### config.mk
export PLATFORM = sky130hd
export DESIGN_NAME = refsel_autoswitch
export DESIGN_NICKNAME = d
export VERILOG_FILES = /design/src/rtl/refsw_pkg.sv /design/src/rtl/refsw_sync.sv /design/src/rtl/refsw_act_mon.sv /design/src/rtl/refsw_ctrl.sv /design/src/rtl/refsel_autoswitch.sv
export SDC_FILE = /design/constraint.sdc
export NUM_CORES = 1
export LEC_CHECK = 0
export BUFFER_PORTS_ARGS = -buffer_cell sky130_fd_sc_hd__buf_2
export CAP_MARGIN = 20
export CORE_MARGIN = 5
export CORE_UTILIZATION = 40
export DETAILED_ROUTE_END_ITERATION = 7
export GPL_TIMING_DRIVEN = 0
export SLEW_MARGIN = 20
export SYNTH_ARGS = -nofsm -noshare
export SYNTH_HDL_FRONTEND = slang
export SYNTH_HIERARCHICAL = 1
export SYNTH_SLANG_ARGS = --single-unit
### constraint.sdc
create_clock -name clk -period 3.73 [get_ports clk]
set_input_delay 0.5595 -clock clk [delete_from_list [all_inputs] [get_ports clk]]
set_output_delay 0.5595 -clock clk [all_outputs]
set_load 0.02 [all_outputs]
### src/rtl/refsw_pkg.sv
// Package: shared types and constants of the failover selector.
// Assumes: exactly two reference inputs.
package refsw_pkg;
    localparam int unsigned NUM_REFS = 2;

    typedef enum logic [1:0] {
        SW_MANUAL   = 2'd0,
        SW_ARMED    = 2'd1,
        SW_SWITCHED = 2'd2
    } sw_state_t;
endpackage

### src/rtl/refsw_sync.sv
// Module: multi-stage synchronizer for asynchronous level signals.
// Assumes: each bit is an independent level. No bus coherency is given.
module refsw_sync #(
    parameter int unsigned WIDTH  = 1,
    parameter int unsigned STAGES = 2
) (
    input  logic             clk,
    input  logic             rst_n,
    input  logic [WIDTH-1:0] d,
    output logic [WIDTH-1:0] q
);
    logic [WIDTH-1:0] stg [STAGES];

    // Shift the asynchronous input through the flop chain.
    always_ff @(posedge clk) begin
        if (!rst_n) begin
            for (int i = 0; i < STAGES; i++) stg[i] <= '0;
        end else begin
            stg[0] <= d;
            for (int i = 1; i < STAGES; i++) stg[i] <= stg[i-1];
        end
    end

    assign q = stg[STAGES-1];
endmodule

### src/rtl/refsw_act_mon.sv
// Module: activity monitor for one reference clock.
// Samples the reference as data on the system clock and counts its rising
// edges in a window of WIN_CYC cycles. Reports active when the count
// reaches MIN_EDGES.
// Assumes: the reference runs below half the system clock. The monitor
// reads active until the first window closes.
module refsw_act_mon #(
    parameter int unsigned WIN_CYC   = 64,
    parameter int unsigned MIN_EDGES = 4
) (
    input  logic clk,
    input  logic rst_n,
    input  logic ref_clk,
    output logic active
);
    localparam int unsigned WIN_W = (WIN_CYC > 1) ? $clog2(WIN_CYC) : 1;
    localparam int unsigned CNT_W = $clog2(MIN_EDGES + 1);
    localparam logic [WIN_W-1:0] WIN_LAST = WIN_W'(WIN_CYC - 1);
    localparam logic [CNT_W-1:0] CNT_SAT  = CNT_W'(MIN_EDGES);

    logic             ref_s;
    logic             ref_d;
    logic             rise;
    logic [WIN_W-1:0] win_cnt;
    logic [CNT_W-1:0] edge_cnt;
    logic [CNT_W-1:0] edge_nxt;
    logic             win_end;

    refsw_sync #(.WIDTH(1), .STAGES(2)) u_ref_sync (
        .clk  (clk),
        .rst_n(rst_n),
        .d    (ref_clk),
        .q    (ref_s)
    );

    // Delay the synchronized reference by one cycle to find rising edges.
    always_ff @(posedge clk) begin
        if (!rst_n) ref_d <= 1'b0;
        else        ref_d <= ref_s;
    end

    assign rise    = ref_s & ~ref_d;
    assign win_end = (win_cnt == WIN_LAST);

    // Add this cycle's edge to the count, saturating at the threshold.
    always_comb begin
        edge_nxt = edge_cnt;
        if (rise && edge_cnt != CNT_SAT) edge_nxt = edge_cnt + 1'b1;
    end

    // Step the window counter and the edge count, clearing both at the window end.
    always_ff @(posedge clk) begin
        if (!rst_n) begin
            win_cnt  <= '0;
            edge_cnt <= '0;
        end else if (win_end) begin
            win_cnt  <= '0;
            edge_cnt <= '0;
        end else begin
            win_cnt  <= win_cnt + 1'b1;
            edge_cnt <= edge_nxt;
        end
    end

    // Set the activity verdict once per window.
    always_ff @(posedge clk) begin
        if (!rst_n)       active <= 1'b1;
        else if (win_end) active <= (edge_nxt >= CNT_SAT);
    end
endmodule

### src/rtl/refsw_ctrl.sv
// Module: selection state machine.
// In manual mode the selection follows the select pin. A rising mode pin
// arms automatic mode and captures the select pin. One fault while armed
// flips the selection and locks it until the mode pin drops.
// Assumes: synchronized inputs. sel_lost is the loss state of the input
// selected now.
module refsw_ctrl
    import refsw_pkg::*;
(
    input  logic      clk,
    input  logic      rst_n,
    input  logic      auto_s,
    input  logic      pick_s,
    input  logic      sel_lost,
    output logic      sel_q,
    output sw_state_t state
);
    logic auto_d;

    // Keep the previous mode level so that only a rising edge arms the block.
    always_ff @(posedge clk) begin
        if (!rst_n) auto_d <= 1'b0;
        else        auto_d <= auto_s;
    end

    // Update the mode and the selected input.
    always_ff @(posedge clk) begin
        if (!rst_n) begin
            state <= SW_MANUAL;
            sel_q <= 1'b0;
        end else if (!auto_s) begin
            state <= SW_MANUAL;
            sel_q <= pick_s;
        end else begin
            unique case (state)
                SW_MANUAL: begin
                    sel_q <= pick_s;
                    if (!auto_d) state <= SW_ARMED;
                end
                SW_ARMED: begin
                    if (sel_lost) begin
                        sel_q <= ~sel_q;
                        state <= SW_SWITCHED;
                    end
                end
                default: state <= SW_SWITCHED;
            endcase
        end
    end
endmodule

### src/rtl/refsel_autoswitch.sv
// Module: top of the dual-reference failover selector.
// Synchronizes the mode and select pins, monitors both references and
// drives the selection state machine.
// Assumes: both references run below clk/2. The pins are asynchronous.
module refsel_autoswitch
    import refsw_pkg::*;
#(
    parameter int unsigned WIN_CYC   = 64,
    parameter int unsigned MIN_EDGES = 4,
    parameter int unsigned SYNC_STG  = 2
) (
    input  logic clk,
    input  logic rst_n,
    input  logic ref_a_clk,
    input  logic ref_b_clk,
    input  logic auto_en,
    input  logic ref_pick,
    output logic sel_ack,
    output logic ref_lost
);
    logic [NUM_REFS-1:0] ref_in;
    logic [NUM_REFS-1:0] ref_act;
    logic                auto_s;
    logic                pick_s;
    logic                sel_q;
    sw_state_t           state;

    assign ref_in = {ref_b_clk, ref_a_clk};

    refsw_sync #(.WIDTH(2), .STAGES(SYNC_STG)) u_pin_sync (
        .clk  (clk),
        .rst_n(rst_n),
        .d    ({auto_en, ref_pick}),
        .q    ({auto_s, pick_s})
    );

    for (genvar g = 0; g < NUM_REFS; g++) begin : g_mon
        refsw_act_mon #(.WIN_CYC(WIN_CYC), .MIN_EDGES(MIN_EDGES)) u_mon (
            .clk    (clk),
            .rst_n  (rst_n),
            .ref_clk(ref_in[g]),
            .active (ref_act[g])
        );
    end

    refsw_ctrl u_ctrl (
        .clk     (clk),
        .rst_n   (rst_n),
        .auto_s  (auto_s),
        .pick_s  (pick_s),
        .sel_lost(ref_lost),
        .sel_q   (sel_q),
        .state   (state)
    );

    assign sel_ack  = sel_q;
    assign ref_lost = ~ref_act[sel_q];
endmodule

==> impl_metrics.csv <==
group,metric,value,unit
run_status,status,"complete, no violations",
sta,hold_slack,0.4226,ns
placed_design,pre_cts_slack,2.133,ns
clock_network,cts_hold_buffers,0,
logic_synthesis,synthesis.nets,146,
power_and_ir_drop,power_frac_comb,4.5,%
sta,fin_ws,1.770,ns
power_and_ir_drop,pwr-share-clk,38.8,%
worst_setup_path,reg2reg_depth,5,
global_route,gr-max-usage-layer,"met2",
placed_design,portBuffers,7,
logic_synthesis,synth_largest_area_cell,"dfxtp_1",
global_route,use_met2,17.01,%
worst_setup_path,crit_type,"reg -> out",
worst_setup_path,cp_max_fo,4,
finish,final_cell_mix,"34 x dfxtp_1, 14 x and2_1, 9 x nor2_1, 8 x o21ai_0",
power_and_ir_drop,peakVddDrop,0.0001541,V
global_route,use_met1,13.42,%
route,viasPerCell,4.574,
worst_hold_path,min_path_type,"in -> reg",
die,design.portCount,8,
logic_synthesis,ys_seq_area_share,50.89,%
global_route,gr-usage-met3,4.433,%
logic_synthesis,ys_ff_latch,34,
sta,drv_slew,0,
worst_setup_path,worstReg2RegStart,"g_mon[0].u_mon/edge_cnt[0]",
die,die_w,67.83,µm
sta,final_hold_viol_count,0,
die,die_area,0.004600,mm²
worst_setup_path,start_kind,"register",
global_route,grt.overflow.total,0,
global_route,grt_usage,11.36,%
worst_setup_path,crit_arrival,1.40,ns
power_and_ir_drop,p_total,675.7,µW
worst_hold_path,hold_depth,2,
logic_synthesis,synth.avg_cell_area,9.982,µm²
finish,nFillCells,325,
sta,fmaxAchievable,510.3,MHz
clock_network,path_clk_slew,0.10,ns
clock_network,clock_sinks,34,
power_and_ir_drop,p_int,531.5,µW
finish,final_util,45.94,%
sta,slew_headroom,66.44,%
power_and_ir_drop,p_per_area,447.8,mW/mm²
clock_network,post_cts_buffers,0,
route,wirelength,2014,µm
route,drt_iter0_markers,29,
clock_network,ctsResizeCount,0,
finish,fin_nets,160,
logic_synthesis,yosysWarnings,6,
logic_synthesis,synth_cell_types,29,
worst_hold_path,hold_path_end,"g_mon[1].u_mon/u_ref_sync/stg[0][0]",
route,avgRoutedWirePerCell,10.33,µm
sta,fin_crit,1.960,ns
logic_synthesis,async_flop_share,0,%
finish,drive_gt1_share,14.77,%
sta,finalSetupTns,0,ns
die,row_count,21,
logic_synthesis,postSynthCellCount,134,
sta,finalSetupViolCount,0,
route,dr_total_vias,892,
clock_network,cts-root-buf,"clkbuf_4",
power_and_ir_drop,pwr-share-seq,56.7,%
logic_synthesis,synth-edff-count,0,
clock_network,clock_path_buffers,2,
sta,tightest_slew,0.5000,ns
placed_design,dp_hpwl,1512,µm
finish,antenna_cells,0,
global_route,grt_max_degree,21,
global_route,antenna_found_initial,0,
global_route,first_global_vias,868,
route,drt-pass1-iter-count,4,
sta,fin_skew,0.005171,ns
worst_setup_path,end_kind,"output port",
power_and_ir_drop,p_switching,144.3,µW
worst_hold_path,min_from,"ref_b_clk",
route,postRouteAntennaNets,0,
finish,final_common_cell,"dfxtp_1",
die,fp.dieH,67.83,µm
power_and_ir_drop,leakage,0.6030,nW
clock_network,htreeDepth,2,
worst_setup_path,rrSetupSlack,2.38,ns
finish,synthToLayoutAreaGrowth,12.82,%
logic_synthesis,synthTopCellsByArea,"dfxtp_1 51%, and2_1 6.5%, ha_1 5.6%",
sta,rsz0062_at_grt,"false",
die,start_util,40.72,%
logic_synthesis,synth_ff_type,"dfxtp_1",
power_and_ir_drop,swShare,21.35,%
logic_synthesis,synth_top_area_share,50.89,%
run,cap_violations,0,
sta,period_share,52.54,%
clock_network,cts_tree,"done",
global_route,grt_pass1_wl,3760,µm
placed_design,globalplace.congestion,0.7329,
worst_setup_path,worstPathRequired,3.17,ns
die,core_area,0.003284,mm²
route,drcViolationCount,0,
logic_synthesis,netlist_area,0.001338,mm²
clock_network,cts_buffers,5,
clock_network,clock_latency,0.33,ns
[worst max-delay path: stages (launching register included)]
cell     delay [ns]
dfxtp_1        0.39
mux2i_1        0.43
buf_2          0.25
[metrics by stage]
| stage | std cells | cell area, µm² |
|---|---|---|
| after detailed placement | 187 | 1430 |
| after global placement | 187 | 1430 |
| final | 195 | 1509 |
| after floorplan | 134 | 1338 |
| after global routing | 195 | 1509 |
| after CTS | 195 | 1509 |
[power groups by stage]
stage	Clock, mW	Combinational [mW]	Sequential, mW
4_1_cts	0.272	0.0310	0.384
3_5_place_dp	0	0.0307	0.392
6_report	0.262	0.0304	0.383
5_1_grt	0.290	0.0356	0.386
2_1_floorplan	0	0.0209	0.391
3_3_place_gp	0	0.0291	0.391
[kinds of logic (layout without fill, tap and decap cells)]
group | after synthesis | count (layout) | share of synthesized area (%)
buffers and inverters | 9 | 24 | 3.087
adder cells (fa/ha/maj) | 6 | 6 | 5.613
flip-flops | 34 | 34 | 50.89
AO/OA/AOI/OAI | 22 | 22 | 9.729
XOR/XNOR | 6 | 6 | 3.929
AND/OR/NAND/NOR | 54 | 54 | 24.51
multiplexers | 3 | 3 | 2.245
[layer usage]
layer | wire length, µm | share of wire (%) | up-vias
li1 | - | - | 480
met1 | 962 | 48 | 394
met2 | 915 | 45 | 12
met3 | 79 | 3.9 | 6
met4 | 57 | 2.8 | 0
met5 | 0 | 0 | -
[area by class of cell]
class,count,area (µm²),area share (%)
Timing Repair Buffer,7,35.03,2.322
Multi-Input combinational cell,91,615.6,40.80
Clock buffer,6,41.29,2.736
Tap cell,46,57.56,3.814
Inverter,7,26.28,1.741
Buffer,2,15.01,0.9950
Clock inverter,2,37.54,2.488
Sequential cell,34,680.7,45.11
[flip-flops by register name, summed over array words and instances, names as in the netlist, named ones only]
signal and flops:
g_mon.u_mon/u_ref_sync/stg 4, g_mon.u_mon/ref_d 2, g_mon.u_mon/active 2, u_ctrl/state 2, g_mon.u_mon/win_cnt 12, g_mon.u_mon/edge_cnt 4, u_pin_sync/stg 4, u_ctrl/sel_q 1
u_ctrl/auto_d 1
[synth_stat cells, types with 2 or more instances]
master	number
a21oi_1	7
and2_1	14
and2_4	2
buf_4	2
dfxtp_1	34
ha_1	6
inv_1	7
mux2i_1	3
nand2_1	5
nand2b_1	3
nand3_1	4
nand3_2	2
nand3b_1	2
nor2_1	9
nor2b_1	2
o21ai_0	8
o21ai_1	2
o311ai_0	2
or2b_1	2
or3_1	4
or3b_1	2
xnor2_1	2
xor2_1	4
[worst max-delay path by stage]
stage / start / to / slack, ns / cells after the start
floorplan: u_ctrl/sel_q / ref_lost / 2.03 / 1
global placement: u_ctrl/sel_q / ref_lost / 2.13 / 2
detailed placement: u_ctrl/sel_q / ref_lost / 2.13 / 2
CTS: u_ctrl/sel_q / ref_lost / 1.75 / 2
global route: u_ctrl/sel_q / ref_lost / 1.67 / 2
finish: u_ctrl/sel_q / ref_lost / 1.77 / 2
(Power assumes the default switching activity.)
